==> src/rtl/sdram_init_pkg.sv <==
package sdram_init_pkg;

    typedef enum logic [3:0] {
        ST_CKE_LOW,
        ST_STAB,
        ST_PRE,
        ST_PRE_WAIT,
        ST_REF,
        ST_REF_WAIT,
        ST_LMR,
        ST_LMR_WAIT,
        ST_DONE
    } init_state_e;

    // Active-low {cs_n, ras_n, cas_n, we_n}
    localparam logic [3:0] CMD_INHIBIT = 4'b1111;
    localparam logic [3:0] CMD_NOP     = 4'b0111;
    localparam logic [3:0] CMD_PRE     = 4'b0010;
    localparam logic [3:0] CMD_REF     = 4'b0001;
    localparam logic [3:0] CMD_LMR     = 4'b0000;

    // Cycles covering t_ns at mhz, rounded up, never below one.
    function automatic int unsigned ns_to_cyc(input int unsigned t_ns,
                                              input int unsigned mhz);
        int unsigned c;
        c = (t_ns * mhz + 999) / 1000;
        return (c < 1) ? 1 : c;
    endfunction

endpackage

==> src/rtl/sdram_init_timer.sv <==
module sdram_init_timer #(
    parameter int TW      = 13,
    parameter int RST_VAL = 0
) (
    input  logic          clk,
    input  logic          rst,
    input  logic          load,
    input  logic [TW-1:0] load_val,
    output logic          expired
);

    logic [TW-1:0] cnt_q;

    always_ff @(posedge clk) begin
        if (rst) begin
            cnt_q <= TW'(RST_VAL);
        end else if (load) begin
            cnt_q <= load_val;
        end else if (cnt_q != '0) begin
            cnt_q <= cnt_q - 1'b1;
        end
    end

    assign expired = (cnt_q == '0);

endmodule

==> src/rtl/sdram_init_fsm.sv <==
module sdram_init_fsm
    import sdram_init_pkg::*;
#(
    parameter int CNT_W    = 4,
    parameter int ADDR_W   = 12,
    parameter int TW       = 13,
    parameter int CKE_CYC  = 2500,
    parameter int STAB_CYC = 5000,
    parameter int RP_CYC   = 1,
    parameter int RFC_CYC  = 4,
    parameter int MRD_CYC  = 2
) (
    input  logic              clk,
    input  logic              rst,
    input  logic [CNT_W-1:0]  cfg_ref_num,
    input  logic              cfg_ref_after_mode,
    input  logic [ADDR_W-1:0] cfg_mode,
    input  logic              tm_expired,
    output init_state_e       state,
    output logic              tm_load,
    output logic [TW-1:0]     tm_val,
    output logic [ADDR_W-1:0] mode_val
);

    localparam logic [TW-1:0] LD_STAB = TW'(STAB_CYC - CKE_CYC - 1);
    localparam logic [TW-1:0] LD_RP   = TW'(RP_CYC - 1);
    localparam logic [TW-1:0] LD_RFC  = TW'(RFC_CYC - 1);
    localparam logic [TW-1:0] LD_MRD  = TW'(MRD_CYC - 1);

    init_state_e       state_q, state_d;
    logic [CNT_W-1:0]  tgt_q, ref_q;
    logic              after_q;
    logic [ADDR_W-1:0] mode_q;
    logic              refs_done;

    // Configuration capture while clock-enable is still low.
    always_ff @(posedge clk) begin
        if (rst || state_q == ST_CKE_LOW) begin
            tgt_q   <= (cfg_ref_num < CNT_W'(2)) ? CNT_W'(2) : cfg_ref_num;
            after_q <= cfg_ref_after_mode;
            mode_q  <= cfg_mode;
        end
    end

    always_ff @(posedge clk) begin
        if (rst || state_q == ST_CKE_LOW) begin
            ref_q <= '0;
        end else if (state_q == ST_REF) begin
            ref_q <= ref_q + 1'b1;
        end
    end

    assign refs_done = (ref_q == tgt_q);

    always_ff @(posedge clk) begin
        if (rst) begin
            state_q <= ST_CKE_LOW;
        end else begin
            state_q <= state_d;
        end
    end

    always_comb begin
        state_d = state_q;
        tm_load = 1'b0;
        tm_val  = '0;
        unique case (state_q)
            ST_CKE_LOW: begin
                if (tm_expired) begin
                    state_d = ST_STAB;
                    tm_load = 1'b1;
                    tm_val  = LD_STAB;
                end
            end
            ST_STAB: begin
                if (tm_expired) state_d = ST_PRE;
            end
            ST_PRE: begin
                state_d = ST_PRE_WAIT;
                tm_load = 1'b1;
                tm_val  = LD_RP;
            end
            ST_PRE_WAIT: begin
                if (tm_expired) state_d = after_q ? ST_LMR : ST_REF;
            end
            ST_REF: begin
                state_d = ST_REF_WAIT;
                tm_load = 1'b1;
                tm_val  = LD_RFC;
            end
            ST_REF_WAIT: begin
                if (tm_expired) begin
                    if (!refs_done)   state_d = ST_REF;
                    else if (after_q) state_d = ST_DONE;
                    else              state_d = ST_LMR;
                end
            end
            ST_LMR: begin
                state_d = ST_LMR_WAIT;
                tm_load = 1'b1;
                tm_val  = LD_MRD;
            end
            ST_LMR_WAIT: begin
                if (tm_expired) state_d = after_q ? ST_REF : ST_DONE;
            end
            ST_DONE: state_d = ST_DONE;
            default: state_d = ST_CKE_LOW;
        endcase
    end

    assign state    = state_q;
    assign mode_val = mode_q;

endmodule

==> src/rtl/sdram_pin_drive.sv <==
module sdram_pin_drive
    import sdram_init_pkg::*;
#(
    parameter int ADDR_W = 12,
    parameter int BA_W   = 2
) (
    input  logic              clk,
    input  logic              rst,
    input  init_state_e       state,
    input  logic [ADDR_W-1:0] mode_val,
    input  logic [3:0]        host_cmd,
    input  logic [BA_W-1:0]   host_ba,
    input  logic [ADDR_W-1:0] host_addr,
    output logic              sd_cke,
    output logic [3:0]        sd_cmd,
    output logic [BA_W-1:0]   sd_ba,
    output logic [ADDR_W-1:0] sd_addr,
    output logic              init_done
);

    logic [3:0]        seq_cmd;
    logic [ADDR_W-1:0] seq_addr;
    logic              seq_cke;

    always_comb begin
        seq_cmd  = CMD_NOP;
        seq_addr = '0;
        seq_cke  = 1'b1;
        unique case (state)
            ST_CKE_LOW: begin
                seq_cmd = CMD_INHIBIT;
                seq_cke = 1'b0;
            end
            ST_PRE: begin
                seq_cmd      = CMD_PRE;
                seq_addr[10] = 1'b1;
            end
            ST_REF: seq_cmd = CMD_REF;
            ST_LMR: begin
                seq_cmd  = CMD_LMR;
                seq_addr = mode_val;
            end
            default: seq_cmd = CMD_NOP;
        endcase
    end

    always_ff @(posedge clk) begin
        if (rst) begin
            sd_cke    <= 1'b0;
            sd_cmd    <= CMD_INHIBIT;
            sd_ba     <= '0;
            sd_addr   <= '0;
            init_done <= 1'b0;
        end else if (state == ST_DONE) begin
            sd_cke    <= 1'b1;
            sd_cmd    <= host_cmd;
            sd_ba     <= host_ba;
            sd_addr   <= host_addr;
            init_done <= 1'b1;
        end else begin
            sd_cke    <= seq_cke;
            sd_cmd    <= seq_cmd;
            sd_ba     <= '0;
            sd_addr   <= seq_addr;
            init_done <= 1'b0;
        end
    end

endmodule

==> src/rtl/sdram_pwrup_seq.sv <==
module sdram_pwrup_seq
    import sdram_init_pkg::*;
#(
    parameter int CLK_MHZ   = 50,
    parameter int T_PWR_NS  = 100000,
    parameter int T_CKE_NS  = 50000,
    parameter int T_RP_NS   = 20,
    parameter int T_RFC_NS  = 70,
    parameter int T_MRD_NS  = 30,
    parameter int CNT_W     = 4,
    parameter int ADDR_W    = 12,
    parameter int BA_W      = 2
) (
    input  logic              clk,
    input  logic              rst,
    input  logic [CNT_W-1:0]  cfg_ref_num,
    input  logic              cfg_ref_after_mode,
    input  logic [ADDR_W-1:0] cfg_mode,
    input  logic              host_cs_n,
    input  logic              host_ras_n,
    input  logic              host_cas_n,
    input  logic              host_we_n,
    input  logic [BA_W-1:0]   host_ba,
    input  logic [ADDR_W-1:0] host_addr,
    output logic              sd_cke,
    output logic              sd_cs_n,
    output logic              sd_ras_n,
    output logic              sd_cas_n,
    output logic              sd_we_n,
    output logic [BA_W-1:0]   sd_ba,
    output logic [ADDR_W-1:0] sd_addr,
    output logic              init_done
);

    localparam int CKE_CYC  = ns_to_cyc(T_CKE_NS, CLK_MHZ);
    localparam int STAB_RAW = ns_to_cyc(T_PWR_NS, CLK_MHZ);
    localparam int STAB_CYC = (STAB_RAW > CKE_CYC) ? STAB_RAW : CKE_CYC + 1;
    localparam int RP_CYC   = ns_to_cyc(T_RP_NS, CLK_MHZ);
    localparam int RFC_CYC  = ns_to_cyc(T_RFC_NS, CLK_MHZ);
    localparam int MRD_CYC  = ns_to_cyc(T_MRD_NS, CLK_MHZ);
    localparam int TW       = $clog2(STAB_CYC + 1);

    init_state_e       state;
    logic              tm_load, tm_expired;
    logic [TW-1:0]     tm_val;
    logic [ADDR_W-1:0] mode_val;
    logic [3:0]        sd_cmd;

    sdram_init_timer #(
        .TW      (TW),
        .RST_VAL (CKE_CYC - 1)
    ) u_timer (
        .clk      (clk),
        .rst      (rst),
        .load     (tm_load),
        .load_val (tm_val),
        .expired  (tm_expired)
    );

    sdram_init_fsm #(
        .CNT_W    (CNT_W),
        .ADDR_W   (ADDR_W),
        .TW       (TW),
        .CKE_CYC  (CKE_CYC),
        .STAB_CYC (STAB_CYC),
        .RP_CYC   (RP_CYC),
        .RFC_CYC  (RFC_CYC),
        .MRD_CYC  (MRD_CYC)
    ) u_fsm (
        .clk                (clk),
        .rst                (rst),
        .cfg_ref_num        (cfg_ref_num),
        .cfg_ref_after_mode (cfg_ref_after_mode),
        .cfg_mode           (cfg_mode),
        .tm_expired         (tm_expired),
        .state              (state),
        .tm_load            (tm_load),
        .tm_val             (tm_val),
        .mode_val           (mode_val)
    );

    sdram_pin_drive #(
        .ADDR_W (ADDR_W),
        .BA_W   (BA_W)
    ) u_pins (
        .clk       (clk),
        .rst       (rst),
        .state     (state),
        .mode_val  (mode_val),
        .host_cmd  ({host_cs_n, host_ras_n, host_cas_n, host_we_n}),
        .host_ba   (host_ba),
        .host_addr (host_addr),
        .sd_cke    (sd_cke),
        .sd_cmd    (sd_cmd),
        .sd_ba     (sd_ba),
        .sd_addr   (sd_addr),
        .init_done (init_done)
    );

    assign {sd_cs_n, sd_ras_n, sd_cas_n, sd_we_n} = sd_cmd;

endmodule

==> config.mk <==
export PLATFORM = sky130hd
export DESIGN_NAME = sdram_pwrup_seq
export DESIGN_NICKNAME = d
export VERILOG_FILES = /design/src/rtl/sdram_init_pkg.sv /design/src/rtl/sdram_init_timer.sv /design/src/rtl/sdram_init_fsm.sv /design/src/rtl/sdram_pin_drive.sv /design/src/rtl/sdram_pwrup_seq.sv
export SDC_FILE = /design/constraint.sdc
export NUM_CORES = 1
export LEC_CHECK = 0
export ABC_AREA = 1
export BUFFER_PORTS_ARGS = -buffer_cell sky130_fd_sc_hd__buf_2
export CORE_ASPECT_RATIO = 0.7
export CORE_MARGIN = 1.5
export CORE_UTILIZATION = 45
export CTS_CLUSTER_DIAMETER = 100
export CTS_CLUSTER_SIZE = 40
export DETAILED_ROUTE_END_ITERATION = 6
export PLACE_DENSITY = 0.67
export SYNTH_ARGS = -nofsm -noshare
export SYNTH_HDL_FRONTEND = slang
export SYNTH_HIERARCHICAL = 1
export SYNTH_SLANG_ARGS = --single-unit
==> constraint.sdc <==
create_clock -name clk -period 3.3 [get_ports clk]
set_input_delay 0.165 -clock clk [delete_from_list [all_inputs] [get_ports clk]]
set_output_delay 0.165 -clock clk [all_outputs]
set_load 0.02 [all_outputs]
==> reports/summary.txt, run 1 <==
CTS
-----------------------------------------------------------------------------------------------
Clock input transition at the sequential cells of the worst setup and hold paths .      0.07 ns
CTS Hold Bufs ....................................................................           12
Deepest clock path buffer count ..................................................            2
H-tree depth .....................................................................            3
Clock root buffer ................................................................ sky130_fd_sc_hd__clkbuf_8
Setup Buffers After CTS ..........................................................            0
Number of clock sinks ............................................................           58
TritonCTS clock tree .............................................................         done
Number of gates resized after cts ................................................            0
Latest clock arrival within the worst-skew pair ..................................      0.34 ns
Number of buffers created by CTS .................................................            9

DRT
-----------------------------------------------------------------------------------------------
Drt initial violations ...........................................................          122
Number of iterations in the first detailed-routing pass ..........................            4
Routed wirelength normalized by instance count ...................................      12.6 um
Post-detailed-route DRC marker count .............................................            0
Number of nets still failing antenna checks after routing ........................            0
Mean number of vias per cell .....................................................         4.77
Total number of vias .............................................................        2,375
Wirelength, routed ...............................................................      6250 um

WORST SETUP PATH
-----------------------------------------------------------------------------------------------
Required time worst endpoint .....................................................      3.51 ns
Worst setup SP type ..............................................................         flop
Maximum fanout encountered on the critical timing path ...........................           12
Setup slack of the worst register-to-register path ...............................      1.06 ns
Cell family contributing the most delay on the critical path ..................... simple AND/OR/NAND/NOR gates
Slowest stage delay, CP ..........................................................      0.31 ns
Crit Path Category ...............................................................      reg2reg
Critical path's most frequent cell ............................................... sky130_fd_sc_hd__inv_1
Worst Path Buf+Inv ...............................................................            5
Critical path's slowest cell ..................................................... sky130_fd_sc_hd__dfxtp_1
Worst path cell trace ............................................................ inv_2 -> ha_1 -> inv_1 -> nor3_4 -> nand2_2 -> inv_1 -> nor2_1 -> nand2_2 -> nand2_1 -> inv_1 -> inv_2 -> or2_1 -> nand3_1 -> nor2_1
Data arrival time of the worst path ..............................................      2.45 ns
Endpoint class of the critical path ..............................................         flop

FLOORPLAN
-----------------------------------------------------------------------------------------------
Die Area .........................................................................   6930 sq um
Die Span X .......................................................................      98.8 um
Row count ........................................................................           24
Placeable core region ............................................................   6220 sq um
Initial Util .....................................................................        0.465
Top-level port count .............................................................           57
Vert. Die Dim ....................................................................      70.1 um

TIMING
-----------------------------------------------------------------------------------------------
Period Utilization, post-route ...................................................        0.679
Number of pins exceeding their max-slew limit in the final report ................            0
Number of failing hold endpoints at the final stage ..............................            0
Clk_skew .........................................................................   0.00488 ns
Min Tclk post-route ..............................................................      2.24 ns
RSZ-0062 raised after global routing .............................................        false
Setup TNS after final layout .....................................................         0 ns
Measured slew at the worst slew-check pin ........................................     0.633 ns
Worst slew margin relative to its limit ..........................................        0.578
Highest clock rate ...............................................................    0.446 GHz
Number of endpoints failing setup at the final stage .............................            0

HOLD PATH
-----------------------------------------------------------------------------------------------
Class of the most critical hold timing path ......................................       in2reg

GLOBAL ROUTING
-----------------------------------------------------------------------------------------------
Total overflow reported by the global router .....................................            0
Antenna violations before repair .................................................            0
GRT Overall Usage ................................................................        0.195
Maximum number of pins on one net before global-route repair .....................           30
First-pass GRT wire length .......................................................    10,600 um
Via count of the first global-routing pass .......................................        2,346

SYNTH
-----------------------------------------------------------------------------------------------
Area of the mapped netlist .......................................................   2890 sq um
Async set-reset flop share out of synthesis ......................................            0
Synth Instances ..................................................................          350
#FFs+latches synth ...............................................................           58
Synth unique cells ...............................................................           38
Share of the yosys chip area belonging to registers ..............................        0.460
Most used flip-flop cell after synthesis ......................................... sky130_fd_sc_hd__dfxtp_1
EDFF count, synth ................................................................           17
Mean area per synthesized cell ...................................................   8.27 sq um
Number of warnings issued by yosys ...............................................            6

PLACEMENT
-----------------------------------------------------------------------------------------------
GP Congestion ....................................................................        0.851
Total of buffers placed on input and output ports ................................           56
Placed insts .....................................................................          470
Detail Placement HPWL ............................................................      4420 um

POWER
-----------------------------------------------------------------------------------------------
Power share of the sequential group ..............................................        0.469
Worst ir drop on vdd .............................................................       351 uV
Switching component of the power .................................................   0.000500 W
Total power per unit cell area ...................................................  509 nW/um^2
Clk pwr share ....................................................................        0.377
Lkg Pwr ..........................................................................      1.56 nW
Switching share of total power ...................................................        0.283
Internal power ...................................................................    0.00127 W
Power Total ......................................................................    0.00177 W
Portion of total power attributed to combinational logic .........................        0.154

RUN
-----------------------------------------------------------------------------------------------
Max cap viols ....................................................................            0

CELLS AND AREA
-----------------------------------------------------------------------------------------------
Diode insertion count for antenna repair .........................................            0
Share of cells above drive strength 1 ............................................        0.298
Final cell count without fillers .................................................          498
Commonest non-fill, non-tap cells in the layout .................................. 70 x sky130_fd_sc_hd__nand2_1, 56 x sky130_fd_sc_hd__buf_2, 41 x sky130_fd_sc_hd__nand3_1, 41 x sky130_fd_sc_hd__dfxtp_1, 29 x sky130_fd_sc_hd__inv_1
Signed area change from the synthesized netlist to the final layout ..............        20.2%
Leading cell type in the layout, fill and taps excluded .......................... sky130_fd_sc_hd__nand2_1
Fillcell total ...................................................................          603
Final Core Density ...............................................................        0.560
Fin nets .........................................................................          455

OUTCOME
-----------------------------------------------------------------------------------------------
Status ...........................................................................    completed

[Yosys cell counts, types with 6 or more instances]
master,number,area share
sky130_fd_sc_hd__nand2_1,70,0.091
sky130_fd_sc_hd__dfxtp_1,41,0.28
sky130_fd_sc_hd__nand3_1,41,0.071
sky130_fd_sc_hd__inv_1,29,0.038
sky130_fd_sc_hd__nor2_1,25,0.032
sky130_fd_sc_hd__a21oi_1,20,0.035
sky130_fd_sc_hd__edfxtp_1,17,0.18
sky130_fd_sc_hd__buf_4,12,0.031
sky130_fd_sc_hd__inv_2,12,0.016
sky130_fd_sc_hd__nor2_2,11,0.024
sky130_fd_sc_hd__o21ai_0,11,0.019
sky130_fd_sc_hd__nand2_2,7,0.015
sky130_fd_sc_hd__nand3_2,7,0.024
sky130_fd_sc_hd__a21oi_2,6,0.018
[power groups by stage]
stage          registers (W)  clock network [W]  logic, W
2_1_floorplan       0.000838                  0  0.000204
3_3_place_gp        0.000844                  0  0.000258
3_5_place_dp        0.000845                  0  0.000261
4_1_cts             0.000829           0.000684  0.000274
5_1_grt             0.000835           0.000720  0.000310
6_report            0.000830           0.000667  0.000273
[metrics by stage]
step	hold WS (ns)	worst slack [ns]	area (sq um)
final	0.0161	1.06	3480
after global routing	0.00128	0.834	3480
after floorplan	0.227	1.28	2920
after detailed placement	0.343	1.07	3150
after CTS	0.000982	1.06	3480
after global placement	0.341	1.19	3150
[flip-flops by register name, indices dropped and copies added, names as in the netlist]
signal / flops
u_pins/init_done: 1
u_fsm/tgt_q: 4
u_pins/sd_addr: 12
u_fsm/mode_val: 12
u_pins/sd_cmd: 4
u_timer/cnt_q: 13
u_pins/sd_ba: 2
u_fsm/state: 4
u_pins/sd_cke: 1
u_fsm/ref_q: 4
u_fsm/after_q: 1
[final cells by class]
cell class              instances  area, sq um  share of cell area
clock buffers                  13          191              0.0550
well taps                      78         97.6              0.0281
multi-input cells             237         1290               0.370
clock inverters                 3         17.5             0.00504
repair buffers                 68          400               0.115
flip-flops and latches         58         1330               0.383
inverters                      41          154              0.0442
[worst paths after layout]
path,startpoint,to,depth (start not counted)
max,u_timer/cnt_q[0],u_timer/cnt_q[9],14
min,cfg_mode[10],u_fsm/mode_val[10],1
max reg2reg,u_timer/cnt_q[0],u_timer/cnt_q[9],14
min reg2reg,u_fsm/ref_q[3],u_fsm/ref_q[3],2
[kinds of logic (layout without fill, tap and decap cells)]
family | after synthesis | count (layout) | share of synthesized area
AND/OR/NAND/NOR | 174 | 174 | 0.309
buffers and inverters | 61 | 125 | 0.103
flip-flops | 58 | 58 | 0.460
AO/OA/AOI/OAI | 49 | 49 | 0.102
XOR/XNOR | 4 | 4 | 0.0121
adder cells (fa/ha/maj) | 3 | 3 | 0.0130
other | 1 | 7 | 0.00130
[routing by layer]
metal,global-route usage,share of wire,wire [um]
met4,0.0635,0.012,72
met3,0.0881,0.063,392
met2,0.295,0.43,2670
met1,0.249,0.50,3120
met5,0,0,0
Note: power is estimated with default switching activity, not from simulation.
==> run 2, diff against run 1 <==
Clock period 3.3 ns to 2.2 ns, I/O delays scaled along.
==> reports/summary.txt, run 2 (synthesized netlist as in run 1, its figures left out) <==
FLOORPLAN
-----------------------------------------------------------------------------------------------
Die Span X .......................................................................      98.8 um
Placeable core region ............................................................   6220 sq um
Top-level port count .............................................................           57
Die Area .........................................................................   6930 sq um
Row count ........................................................................           24
Vert. Die Dim ....................................................................      70.1 um
Initial Util .....................................................................        0.465

TIMING
-----------------------------------------------------------------------------------------------
RSZ-0062 raised after global routing .............................................        false
Number of endpoints failing setup at the final stage .............................            0
Clk_skew .........................................................................   0.00447 ns
Worst slew margin relative to its limit ..........................................        0.602
Number of pins exceeding their max-slew limit in the final report ................            0
Min Tclk post-route ..............................................................      1.97 ns
Measured slew at the worst slew-check pin ........................................     0.597 ns
Setup TNS after final layout .....................................................         0 ns
Period Utilization, post-route ...................................................        0.893
Number of failing hold endpoints at the final stage ..............................            0
Highest clock rate ...............................................................    0.509 GHz

WORST SETUP PATH
-----------------------------------------------------------------------------------------------
Worst Path Buf+Inv ...............................................................            5
Crit Reg-Reg Startpoint .......................................................... u_timer/cnt_q[0]
Endpoint of the worst-slack reg-to-reg timing path ............................... u_timer/cnt_q[1]
Crit Path Category ...............................................................      reg2reg
Maximum fanout encountered on the critical timing path ...........................            9
Worst setup SP type ..............................................................         flop
Data arrival time of the worst path ..............................................      2.20 ns
Worst Reg2Reg Path Length in Cells ...............................................           14
Worst path cell trace ............................................................ inv_2 -> ha_1 -> inv_1 -> nor3_4 -> nand2_2 -> inv_1 -> nor2_1 -> nand2_2 -> nand2_1 -> inv_1 -> buf_4 -> o21ai_0 -> a21oi_1 -> o21ai_1
Critical path's most frequent cell ............................................... sky130_fd_sc_hd__inv_1
Endpoint class of the critical path ..............................................         flop
Cell family contributing the most delay on the critical path ..................... buffers and inverters
Required time worst endpoint .....................................................      2.43 ns
Critical path's slowest cell ..................................................... sky130_fd_sc_hd__dfxtp_1
Setup slack of the worst register-to-register path ...............................      0.23 ns
Slowest stage delay, CP ..........................................................      0.31 ns

DRT
-----------------------------------------------------------------------------------------------
Drt initial violations ...........................................................           96
Number of iterations in the first detailed-routing pass ..........................            4
Post-detailed-route DRC marker count .............................................            0
Mean number of vias per cell .....................................................         4.82
Routed wirelength normalized by instance count ...................................      12.7 um
Number of nets still failing antenna checks after routing ........................            0
Wirelength, routed ...............................................................      6430 um
Total number of vias .............................................................        2,441

CELLS AND AREA
-----------------------------------------------------------------------------------------------
Diode insertion count for antenna repair .........................................            0
Cell area after layout ...........................................................   3510 sq um
Fin nets .........................................................................          463
Register with the most flip-flops ................................................ u_timer/cnt_q
Flip-flop count of the largest register after layout .............................           13
Share of cells above drive strength 1 ............................................        0.294
Leading cell type in the layout, fill and taps excluded .......................... sky130_fd_sc_hd__nand2_1
Signed area change from the synthesized netlist to the final layout ..............        21.3%
Commonest non-fill, non-tap cells in the layout .................................. 70 x sky130_fd_sc_hd__nand2_1, 56 x sky130_fd_sc_hd__buf_2, 41 x sky130_fd_sc_hd__nand3_1, 41 x sky130_fd_sc_hd__dfxtp_1, 29 x sky130_fd_sc_hd__inv_1

OUTCOME
-----------------------------------------------------------------------------------------------
Status ...........................................................................    completed

GLOBAL ROUTING
-----------------------------------------------------------------------------------------------
Via count of the first global-routing pass .......................................        2,380
Total overflow reported by the global router .....................................            0
Antenna violations before repair .................................................            0
First-pass GRT wire length .......................................................    10,700 um
GRT Overall Usage ................................................................        0.200
Met2 routing resource usage after global routing .................................        0.297
GRT met3 Usage ...................................................................       0.0821
Most utilized layer in the global route result ...................................         met2
Maximum number of pins on one net before global-route repair .....................           29
Global routing met1 resource utilization .........................................        0.260

CTS
-----------------------------------------------------------------------------------------------
H-tree depth .....................................................................            3
TritonCTS clock tree .............................................................         done
Clock root buffer ................................................................ sky130_fd_sc_hd__clkbuf_8
Number of buffers created by CTS .................................................            9
Deepest clock path buffer count ..................................................            2
Number of clock sinks ............................................................           58
Latest clock arrival within the worst-skew pair ..................................      0.34 ns
Clock input transition at the sequential cells of the worst setup and hold paths .      0.06 ns
Setup Buffers After CTS ..........................................................            0

HOLD PATH
-----------------------------------------------------------------------------------------------
Class of the most critical hold timing path ......................................       in2reg
Worst Hold End ................................................................... u_pins/sd_cmd[2]
Cells on Worst Hold Path .........................................................            3
Critical hold path startpoint ....................................................   host_ras_n

POWER
-----------------------------------------------------------------------------------------------
Worst ir drop on vdd .............................................................       477 uV
Clk pwr share ....................................................................        0.331
Switching share of total power ...................................................        0.303
Power share of the sequential group ..............................................        0.499
Lkg Pwr ..........................................................................      1.57 nW
Portion of total power attributed to combinational logic .........................        0.170
Internal power ...................................................................    0.00174 W
Power Total ......................................................................    0.00250 W
Total power per unit cell area ...................................................  712 nW/um^2
Switching component of the power .................................................   0.000757 W

PLACEMENT
-----------------------------------------------------------------------------------------------
Detail Placement HPWL ............................................................      4530 um
Total of buffers placed on input and output ports ................................           56
Post-Place Cell Area .............................................................   3160 sq um
GP Congestion ....................................................................        0.838

RUN
-----------------------------------------------------------------------------------------------
Max cap viols ....................................................................            0

## run 2: worst min-delay path, cell delays in order
cell and delay [ns]:
sky130_fd_sc_hd__buf_2 0.08, sky130_fd_sc_hd__nand3_1 0.06, sky130_fd_sc_hd__nand3_1 0.08
## run 2: worst max path at each step
stage | end | slack [ns] | startpoint | depth (start not counted)
floorplan | u_timer/cnt_q[9] | 0.18 | u_timer/cnt_q[0] | 16
global placement | u_timer/cnt_q[9] | 0.30 | u_timer/cnt_q[0] | 14
detailed placement | u_timer/cnt_q[9] | 0.24 | u_timer/cnt_q[0] | 14
CTS | u_timer/cnt_q[9] | 0.23 | u_timer/cnt_q[0] | 14
global route | u_timer/cnt_q[1] | 0.002 | u_timer/cnt_q[0] | 14
finish | u_timer/cnt_q[1] | 0.23 | u_timer/cnt_q[0] | 14
## run 2: cell type report
cell class	count	area, sq um
Tap cell	78	97.6
Clock inverter	6	33.8
Clock buffer	10	128
Inverter	41	156
Fill cell	563	2710
Sequential cell	58	1330
Timing Repair Buffer	76	475
Multi-Input combinational cell	237	1290
## run 2: metrics by stage
stage          instances  utilization  hold slack, ns  setup WS, ns
2_1_floorplan        356            -           0.172         0.175
3_3_place_gp         472        0.509           0.287         0.303
3_5_place_dp         472        0.509           0.288         0.243
4_1_cts              506        0.564         0.00589         0.227
5_1_grt              506        0.564         0.00741       0.00157
6_report             506        0.564          0.0175         0.235
## run 2: power groups by stage
stage / sequential (W) / combinational (W) / clock (W)
after CTS: 0.00125 / 0.000420 / 0.000842
after global placement: 0.00127 / 0.000387 / 0
final: 0.00125 / 0.000425 / 0.000826
after floorplan: 0.00126 / 0.000307 / 0
after detailed placement: 0.00127 / 0.000395 / 0
after global routing: 0.00126 / 0.000480 / 0.000891
## run 2: what timing repair did
action | in CTS | in global routing
resized for setup | 0 | 1
setup endpoints to repair | 0 | 7
hold buffers | 18 | 0
endpoints found under the hold margin | 18 | 0
## run 2: metal layers
| metal | vias to the layer above | wire length [um] |
|---|---|---|
| met5 | - | 0 |
| met2 | 62 | 2780 |
| met4 | 0 | 117 |
| met3 | 13 | 431 |
| li1 | 1269 | - |
| met1 | 1097 | 3100 |
